--- src/rtl/tile_xpose_pkg.sv ---
package tile_xpose_pkg;

   localparam int TILE_DIM   = 8;
   localparam int SLOT_COUNT = TILE_DIM;
   localparam int SLOT_W     = $clog2(SLOT_COUNT);
   localparam int OFF_W      = $clog2(TILE_DIM);

   typedef enum logic [1:0] {
      PH_STAGE  = 2'd0,
      PH_SWAP   = 2'd1,
      PH_CORNER = 2'd2
   } phase_e;

   typedef enum logic [1:0] {
      ST_IDLE    = 2'd0,
      ST_ISSUE   = 2'd1,
      ST_CAPTURE = 2'd2
   } seq_state_e;

   typedef struct packed {
      logic              we;
      logic              to_dst;
      logic [SLOT_W-1:0] slot;
      logic [OFF_W-1:0]  roff;
      logic [OFF_W-1:0]  coff;
   } move_op_t;

endpackage

--- src/rtl/tile_xpose_decode.sv ---
module tile_xpose_decode
   import tile_xpose_pkg::*;
(
   input  phase_e     phase,
   input  logic [1:0] step_k,
   input  logic [3:0] op_idx,
   output move_op_t   op
);

   always_comb begin
      op = '0;
      unique case (phase)
         PH_STAGE: begin
            if (!op_idx[3]) begin
               op.we     = 1'b0;
               op.to_dst = 1'b0;
               op.slot   = op_idx[2:0];
               op.roff   = {1'b0, step_k};
               op.coff   = op_idx[2:0];
            end else begin
               op.we     = 1'b1;
               op.to_dst = 1'b1;
               op.slot   = op_idx[2:0];
               op.roff   = {1'b0, op_idx[1:0]};
               op.coff   = {op_idx[2], step_k};
            end
         end
         PH_SWAP: begin
            unique case (op_idx[3:2])
               2'd0: begin
                  op.we = 1'b0; op.to_dst = 1'b1;
                  op.slot = {1'b0, op_idx[1:0]};
                  op.roff = {1'b0, step_k};
                  op.coff = {1'b1, op_idx[1:0]};
               end
               2'd1: begin
                  op.we = 1'b0; op.to_dst = 1'b0;
                  op.slot = {1'b1, op_idx[1:0]};
                  op.roff = {1'b1, op_idx[1:0]};
                  op.coff = {1'b0, step_k};
               end
               2'd2: begin
                  op.we = 1'b1; op.to_dst = 1'b1;
                  op.slot = {1'b1, op_idx[1:0]};
                  op.roff = {1'b0, step_k};
                  op.coff = {1'b1, op_idx[1:0]};
               end
               default: begin
                  op.we = 1'b1; op.to_dst = 1'b1;
                  op.slot = {1'b0, op_idx[1:0]};
                  op.roff = {1'b1, step_k};
                  op.coff = {1'b0, op_idx[1:0]};
               end
            endcase
         end
         PH_CORNER: begin
            if (!op_idx[2]) begin
               op.we = 1'b0; op.to_dst = 1'b0;
               op.slot = {1'b0, op_idx[1:0]};
               op.roff = {1'b1, step_k};
               op.coff = {1'b1, op_idx[1:0]};
            end else begin
               op.we = 1'b1; op.to_dst = 1'b1;
               op.slot = {1'b0, op_idx[1:0]};
               op.roff = {1'b1, op_idx[1:0]};
               op.coff = {1'b1, step_k};
            end
         end
         default: op = '0;
      endcase
   end

endmodule

--- src/rtl/tile_xpose_agen.sv ---
module tile_xpose_agen
   import tile_xpose_pkg::*;
#(
   parameter int ADDR_W     = 32,
   parameter int PITCH_W    = 16,
   parameter int WORD_BYTES = 4
) (
   input  move_op_t            op,
   input  logic [ADDR_W-1:0]   base_src,
   input  logic [ADDR_W-1:0]   base_dst,
   input  logic [PITCH_W-1:0]  pitch_src,
   input  logic [PITCH_W-1:0]  pitch_dst,
   input  logic [PITCH_W-1:0]  anchor_row,
   input  logic [PITCH_W-1:0]  anchor_col,
   output logic [ADDR_W-1:0]   addr
);

   localparam int BYTE_SH = $clog2(WORD_BYTES);

   if (PITCH_W > ADDR_W) begin : g_bad_pitch
      $error("tile_xpose_agen: PITCH_W must not exceed ADDR_W");
   end
   if ((1 << BYTE_SH) != WORD_BYTES) begin : g_bad_bytes
      $error("tile_xpose_agen: WORD_BYTES must be a power of two");
   end

   logic [ADDR_W-1:0] row_w, col_w, pitch_w, base_w, lin_w;

   // The source tile is anchored at (i, j); the destination tile at (j, i).
   always_comb begin
      if (op.to_dst) begin
         row_w   = ADDR_W'(anchor_col) + ADDR_W'(op.roff);
         col_w   = ADDR_W'(anchor_row) + ADDR_W'(op.coff);
         pitch_w = ADDR_W'(pitch_dst);
         base_w  = base_dst;
      end else begin
         row_w   = ADDR_W'(anchor_row) + ADDR_W'(op.roff);
         col_w   = ADDR_W'(anchor_col) + ADDR_W'(op.coff);
         pitch_w = ADDR_W'(pitch_src);
         base_w  = base_src;
      end
      lin_w = row_w * pitch_w + col_w;
      addr  = base_w + (lin_w << BYTE_SH);
   end

endmodule

--- src/rtl/tile_xpose_scratch.sv ---
module tile_xpose_scratch
   import tile_xpose_pkg::*;
#(
   parameter int DATA_W         = 32,
   parameter bit CLEAR_ON_RESET = 1'b1
) (
   input  logic              clk,
   input  logic              rst_n,
   input  logic              wr_en,
   input  logic [SLOT_W-1:0] wr_slot,
   input  logic [DATA_W-1:0] wr_data,
   input  logic [SLOT_W-1:0] rd_slot,
   output logic [DATA_W-1:0] rd_data
);

   logic [DATA_W-1:0] slot_q [SLOT_COUNT];

   for (genvar s = 0; s < SLOT_COUNT; s++) begin : g_slot
      if (CLEAR_ON_RESET) begin : g_clr
         always_ff @(posedge clk or negedge rst_n) begin
            if (!rst_n) begin
               slot_q[s] <= '0;
            end else if (wr_en && (wr_slot == SLOT_W'(s))) begin
               slot_q[s] <= wr_data;
            end
         end
      end else begin : g_noclr
         always_ff @(posedge clk) begin
            if (wr_en && (wr_slot == SLOT_W'(s))) begin
               slot_q[s] <= wr_data;
            end
         end
      end
   end

   assign rd_data = slot_q[rd_slot];

endmodule

--- src/rtl/tile_xpose_sched.sv ---
module tile_xpose_sched
   import tile_xpose_pkg::*;
(
   input  logic       clk,
   input  logic       rst_n,
   input  logic       start,
   input  logic       req_ready,
   input  logic       op_we,
   output phase_e     phase,
   output logic [1:0] step_k,
   output logic [3:0] op_idx,
   output logic       req_valid,
   output logic       cap_en,
   output logic       take_cfg,
   output logic       busy,
   output logic       done
);

   localparam logic [3:0] FULL_STEP_LAST   = 4'd15;
   localparam logic [3:0] CORNER_STEP_LAST = 4'd7;

   seq_state_e state_q;
   logic [3:0] step_last;
   logic       step_end, seq_end, advance, final_write;

   assign step_last   = (phase == PH_CORNER) ? CORNER_STEP_LAST : FULL_STEP_LAST;
   assign step_end    = (op_idx == step_last);
   assign seq_end     = step_end && (step_k == 2'd3) && (phase == PH_CORNER);
   assign req_valid   = (state_q == ST_ISSUE);
   assign cap_en      = (state_q == ST_CAPTURE);
   assign busy        = (state_q != ST_IDLE);
   assign take_cfg    = start && (state_q == ST_IDLE);
   assign final_write = req_valid && req_ready && op_we && seq_end;
   assign advance     = cap_en || (req_valid && req_ready && op_we && !seq_end);

   always_ff @(posedge clk or negedge rst_n) begin
      if (!rst_n) begin
         state_q <= ST_IDLE;
         done    <= 1'b0;
      end else begin
         done <= final_write;
         unique case (state_q)
            ST_IDLE:    if (start) state_q <= ST_ISSUE;
            ST_ISSUE: begin
               if (req_ready) begin
                  if (!op_we)          state_q <= ST_CAPTURE;
                  else if (seq_end)    state_q <= ST_IDLE;
               end
            end
            ST_CAPTURE: state_q <= ST_ISSUE;
            default:    state_q <= ST_IDLE;
         endcase
      end
   end

   always_ff @(posedge clk or negedge rst_n) begin
      if (!rst_n) begin
         phase  <= PH_STAGE;
         step_k <= '0;
         op_idx <= '0;
      end else if (take_cfg) begin
         phase  <= PH_STAGE;
         step_k <= '0;
         op_idx <= '0;
      end else if (advance) begin
         if (step_end) begin
            op_idx <= '0;
            if (step_k == 2'd3) begin
               step_k <= '0;
               phase  <= (phase == PH_STAGE) ? PH_SWAP : PH_CORNER;
            end else begin
               step_k <= step_k + 2'd1;
            end
         end else begin
            op_idx <= op_idx + 4'd1;
         end
      end
   end

   AST_HOLD_STEP: assert property (@(posedge clk) disable iff (!rst_n)
      req_valid && !req_ready |=> req_valid && $stable(phase) && $stable(step_k) && $stable(op_idx));
   AST_ONE_OUTSTANDING: assert property (@(posedge clk) disable iff (!rst_n)
      req_valid && req_ready && !op_we |=> !req_valid);
   AST_CAPTURE_AFTER_READ: assert property (@(posedge clk) disable iff (!rst_n)
      cap_en |-> $past(req_valid && req_ready && !op_we));
   AST_DONE_SINGLE: assert property (@(posedge clk) disable iff (!rst_n)
      done |=> !done);
   AST_DONE_AFTER_WRITE: assert property (@(posedge clk) disable iff (!rst_n)
      done |-> $past(req_valid && req_ready && op_we) && !busy);

endmodule

--- src/rtl/tile_xpose_seq.sv ---
module tile_xpose_seq
   import tile_xpose_pkg::*;
#(
   parameter int ADDR_W         = 32,
   parameter int DATA_W         = 32,
   parameter int PITCH_W        = 16,
   parameter bit CLEAR_ON_RESET = 1'b1
) (
   input  logic               clk,
   input  logic               rst_n,
   input  logic               start,
   input  logic [ADDR_W-1:0]  base_a,
   input  logic [ADDR_W-1:0]  base_b,
   input  logic [PITCH_W-1:0] pitch_a,
   input  logic [PITCH_W-1:0] pitch_b,
   input  logic [PITCH_W-1:0] org_row,
   input  logic [PITCH_W-1:0] org_col,
   output logic               busy,
   output logic               done,
   output logic               req_valid,
   input  logic               req_ready,
   output logic               req_we,
   output logic [ADDR_W-1:0]  req_addr,
   output logic [DATA_W-1:0]  req_wdata,
   input  logic [DATA_W-1:0]  rsp_rdata
);

   localparam int WORD_BYTES = DATA_W / 8;

   if ((DATA_W % 8) != 0 || DATA_W < 8) begin : g_bad_data
      $error("tile_xpose_seq: DATA_W must be a whole number of bytes");
   end

   logic [ADDR_W-1:0]  base_a_q, base_b_q;
   logic [PITCH_W-1:0] pitch_a_q, pitch_b_q, org_row_q, org_col_q;
   phase_e             phase;
   logic [1:0]         step_k;
   logic [3:0]         op_idx;
   logic               cap_en, take_cfg;
   move_op_t           op;

   always_ff @(posedge clk or negedge rst_n) begin
      if (!rst_n) begin
         base_a_q  <= '0;
         base_b_q  <= '0;
         pitch_a_q <= '0;
         pitch_b_q <= '0;
         org_row_q <= '0;
         org_col_q <= '0;
      end else if (take_cfg) begin
         base_a_q  <= base_a;
         base_b_q  <= base_b;
         pitch_a_q <= pitch_a;
         pitch_b_q <= pitch_b;
         org_row_q <= org_row;
         org_col_q <= org_col;
      end
   end

   tile_xpose_sched i_sched (
      .clk       (clk),
      .rst_n     (rst_n),
      .start     (start),
      .req_ready (req_ready),
      .op_we     (op.we),
      .phase     (phase),
      .step_k    (step_k),
      .op_idx    (op_idx),
      .req_valid (req_valid),
      .cap_en    (cap_en),
      .take_cfg  (take_cfg),
      .busy      (busy),
      .done      (done)
   );

   tile_xpose_decode i_decode (
      .phase  (phase),
      .step_k (step_k),
      .op_idx (op_idx),
      .op     (op)
   );

   tile_xpose_agen #(
      .ADDR_W     (ADDR_W),
      .PITCH_W    (PITCH_W),
      .WORD_BYTES (WORD_BYTES)
   ) i_agen (
      .op         (op),
      .base_src   (base_a_q),
      .base_dst   (base_b_q),
      .pitch_src  (pitch_a_q),
      .pitch_dst  (pitch_b_q),
      .anchor_row (org_row_q),
      .anchor_col (org_col_q),
      .addr       (req_addr)
   );

   tile_xpose_scratch #(
      .DATA_W         (DATA_W),
      .CLEAR_ON_RESET (CLEAR_ON_RESET)
   ) i_scratch (
      .clk     (clk),
      .rst_n   (rst_n),
      .wr_en   (cap_en),
      .wr_slot (op.slot),
      .wr_data (rsp_rdata),
      .rd_slot (op.slot),
      .rd_data (req_wdata)
   );

   assign req_we = op.we;

   AST_REQ_STABLE: assert property (@(posedge clk) disable iff (!rst_n)
      req_valid && !req_ready |=> $stable(req_addr) && $stable(req_we) && $stable(req_wdata));
   AST_CFG_FROZEN: assert property (@(posedge clk) disable iff (!rst_n)
      busy && $past(busy) |-> $stable(base_a_q) && $stable(base_b_q) && $stable(org_row_q) && $stable(org_col_q));
   AST_IDLE_QUIET: assert property (@(posedge clk) disable iff (!rst_n)
      $fell(busy) |-> done);

endmodule

--- config.mk ---
export PLATFORM = sky130hd
export DESIGN_NAME = tile_xpose_seq
export DESIGN_NICKNAME = d
export VERILOG_FILES = /design/src/rtl/tile_xpose_pkg.sv /design/src/rtl/tile_xpose_decode.sv /design/src/rtl/tile_xpose_agen.sv /design/src/rtl/tile_xpose_scratch.sv /design/src/rtl/tile_xpose_sched.sv /design/src/rtl/tile_xpose_seq.sv
export SDC_FILE = /design/constraint.sdc
export NUM_CORES = 1
export LEC_CHECK = 0
export BUFFER_PORTS_ARGS = -buffer_cell sky130_fd_sc_hd__buf_2
export CAP_MARGIN = 10
export CORE_MARGIN = 2
export CORE_UTILIZATION = 60
export CTS_CLUSTER_DIAMETER = 60
export DETAILED_ROUTE_END_ITERATION = 6
export PLACE_DENSITY = 0.92
export SLEW_MARGIN = 20
export SYNTH_ARGS = -nofsm -noshare
export SYNTH_HDL_FRONTEND = slang
export SYNTH_SLANG_ARGS = --single-unit
--- constraint.sdc ---
create_clock -name clk -period 22.9 [get_ports clk]
set_input_delay 3.435 -clock clk [delete_from_list [all_inputs] [get_ports clk]]
set_output_delay 3.435 -clock clk [all_outputs]
set_load 0.1 [all_outputs]
### After elaboration in Yosys (flattened, before gate mapping)

Cells that the tools add are included.

* register bits after elaboration: 395
* input bits: 164
* output and inout bits: 68
* word-level logic and storage cells: 105

* $add $sub $neg: 8
* $mul: 1
* magnitude comparators: 1
* eq/ne operators: 18
* multiplexer cells: 29
* bitwise operators: 1
* reductions and logical operators: 28

Operator list (count)
* $mux W32: 4
* $bmux W32 S3: 1
* $add A16 B3 Y17: 4
* $pmux W11 S3: 2
* $add A32 B32 Y32: 1
* $mul A32 B16 Y30: 1
* $add A30 B30 Y30: 1
* $mux W2: 13
* $mux W11: 2
* $mux W17: 1
* $mux W16: 1
* $mux W4: 4
* $logic_and A1 B1 Y1: 15
* $eq A3 B3 Y1 const B: 4
* $eq A2 B2 Y1 const B: 4
* $reduce_bool A2 Y1: 4
* $eq A2 B1 Y1 const B: 3
* $eq A3 B2 Y1 const B: 2
* $logic_not A2 Y1: 3
* $pmux W2 S3: 1
* $reduce_and A3 Y1: 2
* $add A4 B1 Y4 const B: 1
* $eq A4 B4 Y1: 1
* $ge A4 B4 Y1 const B: 1
* other kinds (9): 10

### Longest topological paths before layout

Gate-level depths: netlist of the first run.

* word-level depth: 10
* gate-level depth with buffers: 49
* gate-level depth less buffers: 45

### Modules after synthesis

A second synthesis of the first run with hierarchy kept.

* cells, all modules: 2506
* area, all modules: 29644.7 um2

By module, submodules not included
* tile_xpose_agen: instances 1, cells an instance 1460, area each 12200.5 um2, sequential area each 0.0 um2
* tile_xpose_scratch: instances 1, cells an instance 665, area each 11639.9 um2, sequential area each 6406.1 um2
* tile_xpose_seq: instances 1, cells an instance 270, area each 4822.1 um2, sequential area each 3203.1 um2
* tile_xpose_sched: instances 1, cells an instance 62, area each 633.1 um2, sequential area each 275.3 um2
* tile_xpose_decode: instances 1, cells an instance 49, area each 349.1 um2, sequential area each 0.0 um2

### Worst setup path before layout of the first run

OpenSTA, ideal clock, no wires.

* kind: flip-flop to output port
* start: reg i_sched.op_idx[3]
* end: out req_addr[31]
* arrival: 12.447 ns
* path slack: 7.018 ns
* cell stages (with the launch flop): 49
* cells stage by stage: dfrtp_1 inv_1 ha_1 a21o_1 o21a_1 buf_1 buf_1 clkbuf_1 clkbuf_1 nand2_1 nand2_1 ha_1 fa_1 a21oi_1 a31oi_1 nand2_1 nor2_1 xnor2_1 [13 not listed] or4_1 a211oi_1 o21ai_1 a2111oi_2 o31ai_1 a21oi_1 o21bai_1 a21oi_1 xnor2_1 ha_1 nand2_1 nor2_1 and3_1 a31o_2 a21o_1 a211oi_1 o31ai_1 xnor2_1

* word-level cells in the longest chain between the ends: 8
* elaborated cells between the ends (all ways): 17

Ends and longest elaborated chain
* start: declaration: RTL line tile_xpose_sched.sv:11 `output logic [3:0] op_idx,`
* start signal: assignment: RTL line tile_xpose_sched.sv:75 `op_idx <= op_idx + 4'd1;`
* $eq A2 B2 Y1 (tied with other cells): RTL line tile_xpose_decode.sv:29 `unique case (op_idx[3:2])`
* $pmux W11 S3: RTL line tile_xpose_decode.sv:29
* $pmux W11 S3 *: RTL line tile_xpose_decode.sv:12 `unique case (phase)`
* $add A16 B3 Y17 (on tied branches): RTL line tile_xpose_agen.sv:37, tile_xpose_agen.sv:32
* $mux W32: RTL line tile_xpose_agen.sv:31 `if (op.to_dst) begin`
* $mul A32 B16 Y30: RTL line tile_xpose_agen.sv:42 `lin_w = row_w * pitch_w + col_w;`
* $add A30 B30 Y30: RTL line tile_xpose_agen.sv:42
* $add A32 B32 Y32 *: RTL line tile_xpose_agen.sv:43 `addr = base_w + (lin_w << BYTE_SH);`
* end: declaration: RTL line tile_xpose_seq.sv:23 `output logic [ADDR_W-1:0] req_addr,`

Every way passes the cells marked *; elsewhere a longest branch is shown, timed or not.

### Worst setup path after layout of the first run

* start: reg i_sched.op_idx[2]
* end: out req_addr[31]

Same word-level chain as after synthesis.

==> results of run 1 <==
[cells in the final DEF (no fill, tap or decap), drive strengths merged, types with 7 or more instances in the layout]
master	Yosys	routed
mux2i	43	43
buf	36	258
and3	43	43
a21o	21	21
o31ai	9	9
o21a	10	10
xnor2	70	70
a31oi	40	40
xor2	27	27
mux2	387	387
nand3	24	24
clkbuf	89	60
o21ai	35	35
or2	8	8
nor2	160	160
a21oi	47	47
nand2	350	350
nor2b	11	11
fa	226	226
inv	322	324
nand2b	15	15
ha	132	132
dfrtp	395	395
o21bai	7	7
and2	29	29
a22oi	130	130
nor3	17	17
or3	8	8
[cell families after synthesis]
group / Yosys count / synth area share
xor gates and xnor gates: 98 / 0.0304
muxes: 430 / 0.167
buffers and inverters: 447 / 0.0587
and+or+nand+nor: 684 / 0.104
DFF: 395 / 0.344
AOI/OAI and AO/OA: 336 / 0.0809
adders and majority gates: 358 / 0.215
[through the flow]
stage                     worst slack (ps)  hold WS (ps)  cells  utilization  instance area, um2
after global routing                  6390           512   3579        0.673               32000
after detailed placement              7900           493   3496        0.641               30500
final                                 7220           506   3579        0.673               32000
after global placement                8160           487   3496        0.641               30500
after floorplan                       7020           477   2748            -               28700
after CTS                             7250           507   3574        0.673               32000
[metal layers]
metal	up-vias	GRT usage	routed length, um
met1	10725	0.351	26600
met3	242	0.0704	5920
li1	9528	-	-
met2	934	0.535	37900
met5	-	0	104
met4	18	0.129	3060
[final timing paths]
| path | slack, ps | from | cells past startpoint | to |
|---|---|---|---|---|
| min | 510 | i_scratch.slot_q[194]$_DFFE_PN0P_ | 1 | i_scratch.slot_q[194]$_DFFE_PN0P_ |
| max in group asynchronous | 17850 | rst_n | 3 | i_scratch.slot_q[253]$_DFFE_PN0P_ |
| min reg2reg | 510 | i_scratch.slot_q[194]$_DFFE_PN0P_ | 1 | i_scratch.slot_q[194]$_DFFE_PN0P_ |
| max | 7220 | i_sched.op_idx[2]$_DFFE_PN0P_ | 42 | req_addr[31] |
| max reg2reg | 19180 | i_sched.phase[0]$_DFFE_PN0P_ | 6 | i_scratch.slot_q[59]$_DFFE_PN0P_ |
| min in group asynchronous | 2830 | rst_n | 1 | base_b_q[17]$_DFFE_PN0P_ |
[area by class of cell]
class / count / area (um2)
Fill cell: 3398 / 15600
Clock buffer: 60 / 1240
Multi-Input combinational cell: 1906 / 17200
Clock inverter: 18 / 280
Tap cell: 615 / 769
Inverter: 322 / 1210
Antenna cell: 5 / 12.5
Timing Repair Buffer: 258 / 1380
Sequential cell: 395 / 9880
[state kept, by name (all words and copies together), names as in the netlist]
signal            cells
i_sched.state_q       2
base_a_q             32
base_b_q             32
i_sched.step_k        2
pitch_a_q            16
pitch_b_q            16
org_col_q            16
i_sched.phase         2
i_sched.op_idx        4
org_row_q            16
i_scratch.slot_q    256
i_sched.done          1
==> results.py, run 1 <==
metrics = {
    "route": {
        "wirelength_um": 73700,
        "viasPerCell": 5.99,
        "post_drt_wl_per_cell_um": 20.6,
        "drcViolationCount": 0,
        "ant_nets": 0,
        "drt_pass1_iterations": 5,
        "drt-initial-drc-count": 1710,
        "num_vias": 21447,
    },
    "floorplan": {
        "dieArea_um2": 49700,
        "initial_core_util": 0.604,
        "core-area_um2": 47500,
        "dieWidth_um": 223,
        "num_io_pins": 232,
        "rows": 80,
        "die_y_um": 223,
    },
    "synth": {
        "postSynth.asyncResetShare": 1.00,
        "ys_ff_latch": 395,
        "synth_area_leaders": "dfrtp_1 34%, fa_1 16%, mux2_2 15%",
        "ys_top_cells_by_count": "395 x dfrtp_1, 384 x mux2_2, 350 x nand2_1, 322 x inv_1, 226 x fa_1",
        "synth_cell_type_count": 64,
        "yosysWarnings": 0,
        "syn-cell-area_um2": 28700,
        "syn-num-nets": 3270,
        "netlist_instances": 2748,
        "synth.avg_cell_area_um2": 10.5,
        "synth_flop_cell": "dfrtp_1",
        "synth_top_area_share": 0.344,
        "post-synth-top-count-cell": "dfrtp_1",
        "ys_seq_area_frac": 0.344,
        "yosys.area.top_type": "dfrtp_1",
        "synth-edff-count": 0,
    },
    "sta": {
        "slew_headroom": 0.178,
        "grt_setup_unrepaired": "false",
        "tightest_slew_ps": 1200,
        "drv_slew": 0,
        "finalHoldViolCount": 0,
        "period_needed_ps": 15680,
        "skew_ps": 35.1,
        "setup-violations-final": 0,
        "fin_tns_setup_ps": 0,
        "fmaxAchievable_mhz": 63.8,
        "fin_crit_sh": 0.685,
    },
    "critical_path": {
        "cp_max_fo": 10,
        "arrival_ps": 12240,
        "critPathBufInv": 6,
        "cp_top_family": "adder cells",
        "path_common_cell": "fa_1",
        "critPathLaunchType": "flop",
        "crit_type": "reg2out",
        "cp.required_ps": 19470,
        "critPathMaxStageDelay_ps": 580,
        "cpMaxStageDelayCell": "fa_1",
        "cp-end-kind": "primary output",
    },
    "cts": {
        "cts_tree": "yes",
        "cts_htree_levels": 2,
        "cts_resized": 0,
        "cts-root-buf": "clkbuf_16",
        "path_clk_slew_ps": 60,
        "clk_latency_ps": 600,
        "cts_hold_buf": 0,
        "post-cts-setup-buffers": 0,
        "cts.sinks": 395,
        "clk_path_buf_depth": 3,
        "cts_buffers": 43,
    },
    "job": {
        "drv_cap": 0,
    },
    "global_route": {
        "track_usage": 0.302,
        "antenna_found_initial": 15,
        "grt_pass1_vias": 22685,
        "overflow": 0,
        "grt_max_degree": 178,
        "grt_pass1_wl_um": 119000,
    },
    "worst_hold_path": {
        "hp-class": "reg2reg",
    },
    "placement": {
        "port_buffers": 231,
        "dpl.hpwl_um": 52300,
        "gp_congestion": 0.970,
    },
    "final_layout": {
        "fin_nets": 3448,
        "syn2layout_area_growth_pct": 11.3,
        "layout-drive-gt1-share": 0.251,
    },
    "run_status": {
        "status": "finished, final reports clean",
    },
}
Power of run 1 is not shown: default switching activity piles up to over one toggle a cycle in this logic, so the estimate is an artifact.
==> run 2, diff against run 1 <==
==> constraint.sdc (replaced) <==
create_clock -name clk -period 15.1 [get_ports clk]
set_input_delay 2.265 -clock clk [delete_from_list [all_inputs] [get_ports clk]]
set_output_delay 2.265 -clock clk [all_outputs]
set_load 0.1 [all_outputs]
==> run 2 against run 1 <==
Die area did not move. Design area decreased by 0.12%. Non-clock buffer count is 2 higher. Cell count is the same. Global-route usage up 0.70 points. Utilization is 0.079 points lower. Via count rose by 1.3%. Hold slack about the same. Routed wire length is 3.5% higher. Critical path depth stayed put. Worst setup slack worse by 6400 ps. Register-to-register slack worse by 7700 ps. Critical path type unchanged. Critical endpoint unchanged.
==> results.py, run 2 (synthesis results as in run 1) <==
metrics = {
    "run_status": {
        "status": "finished, final reports clean",
    },
    "cts": {
        "cts_buffers": 43,
        "cts_hold_buf": 0,
        "cts-root-buf": "clkbuf_16",
        "path_clk_slew_ps": 60,
        "clk_latency_ps": 590,
        "cts_tree": "yes",
        "cts_htree_levels": 2,
        "clk_path_buf_depth": 3,
        "cts.sinks": 395,
    },
    "final_layout": {
        "nFillCells": 3318,
        "final_common_cell": "dfrtp_1",
        "layout-drive-gt1-share": 0.250,
        "fin_nets": 3450,
        "reg.largest.list": "i_scratch.slot_q: 256 flops, base_a_q: 32 flops, base_b_q: 32 flops",
        "final_cell_mix": "395 x dfrtp_1, 384 x mux2_2, 350 x nand2_1",
        "regMostFlops": "i_scratch.slot_q",
        "syn2layout_area_growth_pct": 11.2,
        "largest_reg_flops": 256,
    },
    "critical_path": {
        "critPathMaxStageDelay_ps": 590,
        "cp-endpoint": "req_addr[31]",
        "arrival_ps": 12040,
        "cp.required_ps": 12840,
        "path_common_cell": "fa_1",
        "cpMaxStageDelayCell": "dfrtp_1",
        "r2r_cells": 7,
        "cp-startpoint": "i_sched.op_idx[2]$_DFFE_PN0P_",
        "cp-end-kind": "primary output",
        "cp_max_fo": 10,
        "rrSetupSlack_ps": 11450,
        "critPathLaunchType": "flop",
        "rr_startpoint": "i_sched.phase[0]$_DFFE_PN0P_",
        "crit_type": "reg2out",
        "reg2reg_to": "i_scratch.slot_q[70]$_DFFE_PN0P_",
    },
    "sta": {
        "period_needed_ps": 14300,
        "fin_crit_sh": 0.947,
        "fmaxAchievable_mhz": 69.9,
        "drv_slew": 0,
        "skew_ps": 19.9,
        "slew_headroom": 0.234,
        "fin_tns_setup_ps": 0,
        "grt_setup_unrepaired": "false",
        "tightest_slew_ps": 1120,
        "finalHoldViolCount": 0,
        "setup_slack_ps": 797,
        "setup-violations-final": 0,
    },
    "global_route": {
        "grt_max_degree": 141,
        "overflow": 0,
        "grt_pass1_wl_um": 121000,
        "track_usage": 0.309,
        "grt_pass1_vias": 23049,
        "antenna_found_initial": 12,
    },
    "route": {
        "drcViolationCount": 0,
        "ant_nets": 0,
        "post_drt_wl_per_cell_um": 21.3,
        "num_vias": 21728,
        "viasPerCell": 6.07,
        "wirelength_um": 76200,
        "drt-initial-drc-count": 1881,
        "drt_pass1_iterations": 7,
    },
    "floorplan": {
        "dieArea_um2": 49700,
        "initial_core_util": 0.604,
        "rows": 80,
        "die_y_um": 223,
        "core-area_um2": 47500,
        "num_io_pins": 232,
        "dieWidth_um": 223,
    },
    "placement": {
        "port_buffers": 231,
        "dpl.hpwl_um": 53600,
        "place_ws_ps": 1350,
        "gp_congestion": 0.959,
    },
    "worst_hold_path": {
        "hp-class": "reg2reg",
    },
    "job": {
        "drv_cap": 0,
    },
}
==> run 2: changes by cell type in the layout (fill, tap and decap cells not counted), sizes merged <==
| cell | change |
|---|---|
| clkbuf | +4 |
| inv | -1 |
| clkinv | +2 |
| diode | -1 |
| clkinvlp | -4 |
==> run 2: through the flow <==
stage               cells  utilization  instance area [um2]  hold WS [ps]
CTS                  3575        0.671                31900           507
finish               3579        0.672                31900           506
detailed placement   3498        0.641                30500           494
global route         3578        0.672                31900           517
global placement     3498        0.641                30500           486
floorplan            2748            -                28700           477
==> run 2: worst min path at each step <==
| stage | startpoint | end | slack [ps] | depth (start not counted) |
|---|---|---|---|---|
| final | i_scratch.slot_q[185]$_DFFE_PN0P_ | i_scratch.slot_q[185]$_DFFE_PN0P_ | 510 | 1 |
| after detailed placement | i_scratch.slot_q[171]$_DFFE_PN0P_ | i_scratch.slot_q[171]$_DFFE_PN0P_ | 490 | 1 |
| after CTS | base_a_q[5]$_DFFE_PN0P_ | base_a_q[5]$_DFFE_PN0P_ | 510 | 1 |
| after global placement | i_scratch.slot_q[133]$_DFFE_PN0P_ | i_scratch.slot_q[133]$_DFFE_PN0P_ | 490 | 1 |
| after floorplan | i_sched.state_q[0]$_DFFE_PN0P_ | i_sched.state_q[0]$_DFFE_PN0P_ | 480 | 1 |
| after global routing | base_b_q[17]$_DFFE_PN0P_ | base_b_q[17]$_DFFE_PN0P_ | 520 | 1 |
==> run 2: cell type report <==
class,instances,area [um2],area share
multi-input cells,1906,17200,0.539
flip-flops and latches,395,9880,0.309
inverters,322,1210,0.0378
clock buffers,62,1220,0.0381
diodes,4,10.0,0.000313
clock inverters,15,235,0.00736
well taps,615,769,0.0241
repair buffers,260,1410,0.0441
==> run 2: what timing repair did <==
item	4_1_cts	5_1_grt
setup buffers	0	0
resized for setup	0	3
setup endpoints to repair	0	2
==> run 2: layer usage <==
| layer | track usage | vias up | wire [um] |
|---|---|---|---|
| met3 | 0.0644 | 332 | 6050 |
| met2 | 0.546 | 1101 | 39200 |
| li1 | - | 9533 | - |
| met5 | 0 | - | 116 |
| met1 | 0.355 | 10744 | 27000 |
| met4 | 0.158 | 18 | 3850 |
==> run 2: critical path, delay by kind of cell (launching register included) <==
family	cells	cell delay, ps
AOI/OAI and AO/OA	15	3400
xor gates and xnor gates	3	500
adders and majority gates	11	4620
buffers and inverters	6	730
DFF	1	590
muxes	1	340
and+or+nand+nor	6	1290
Power of run 2 is left out for the same reason.
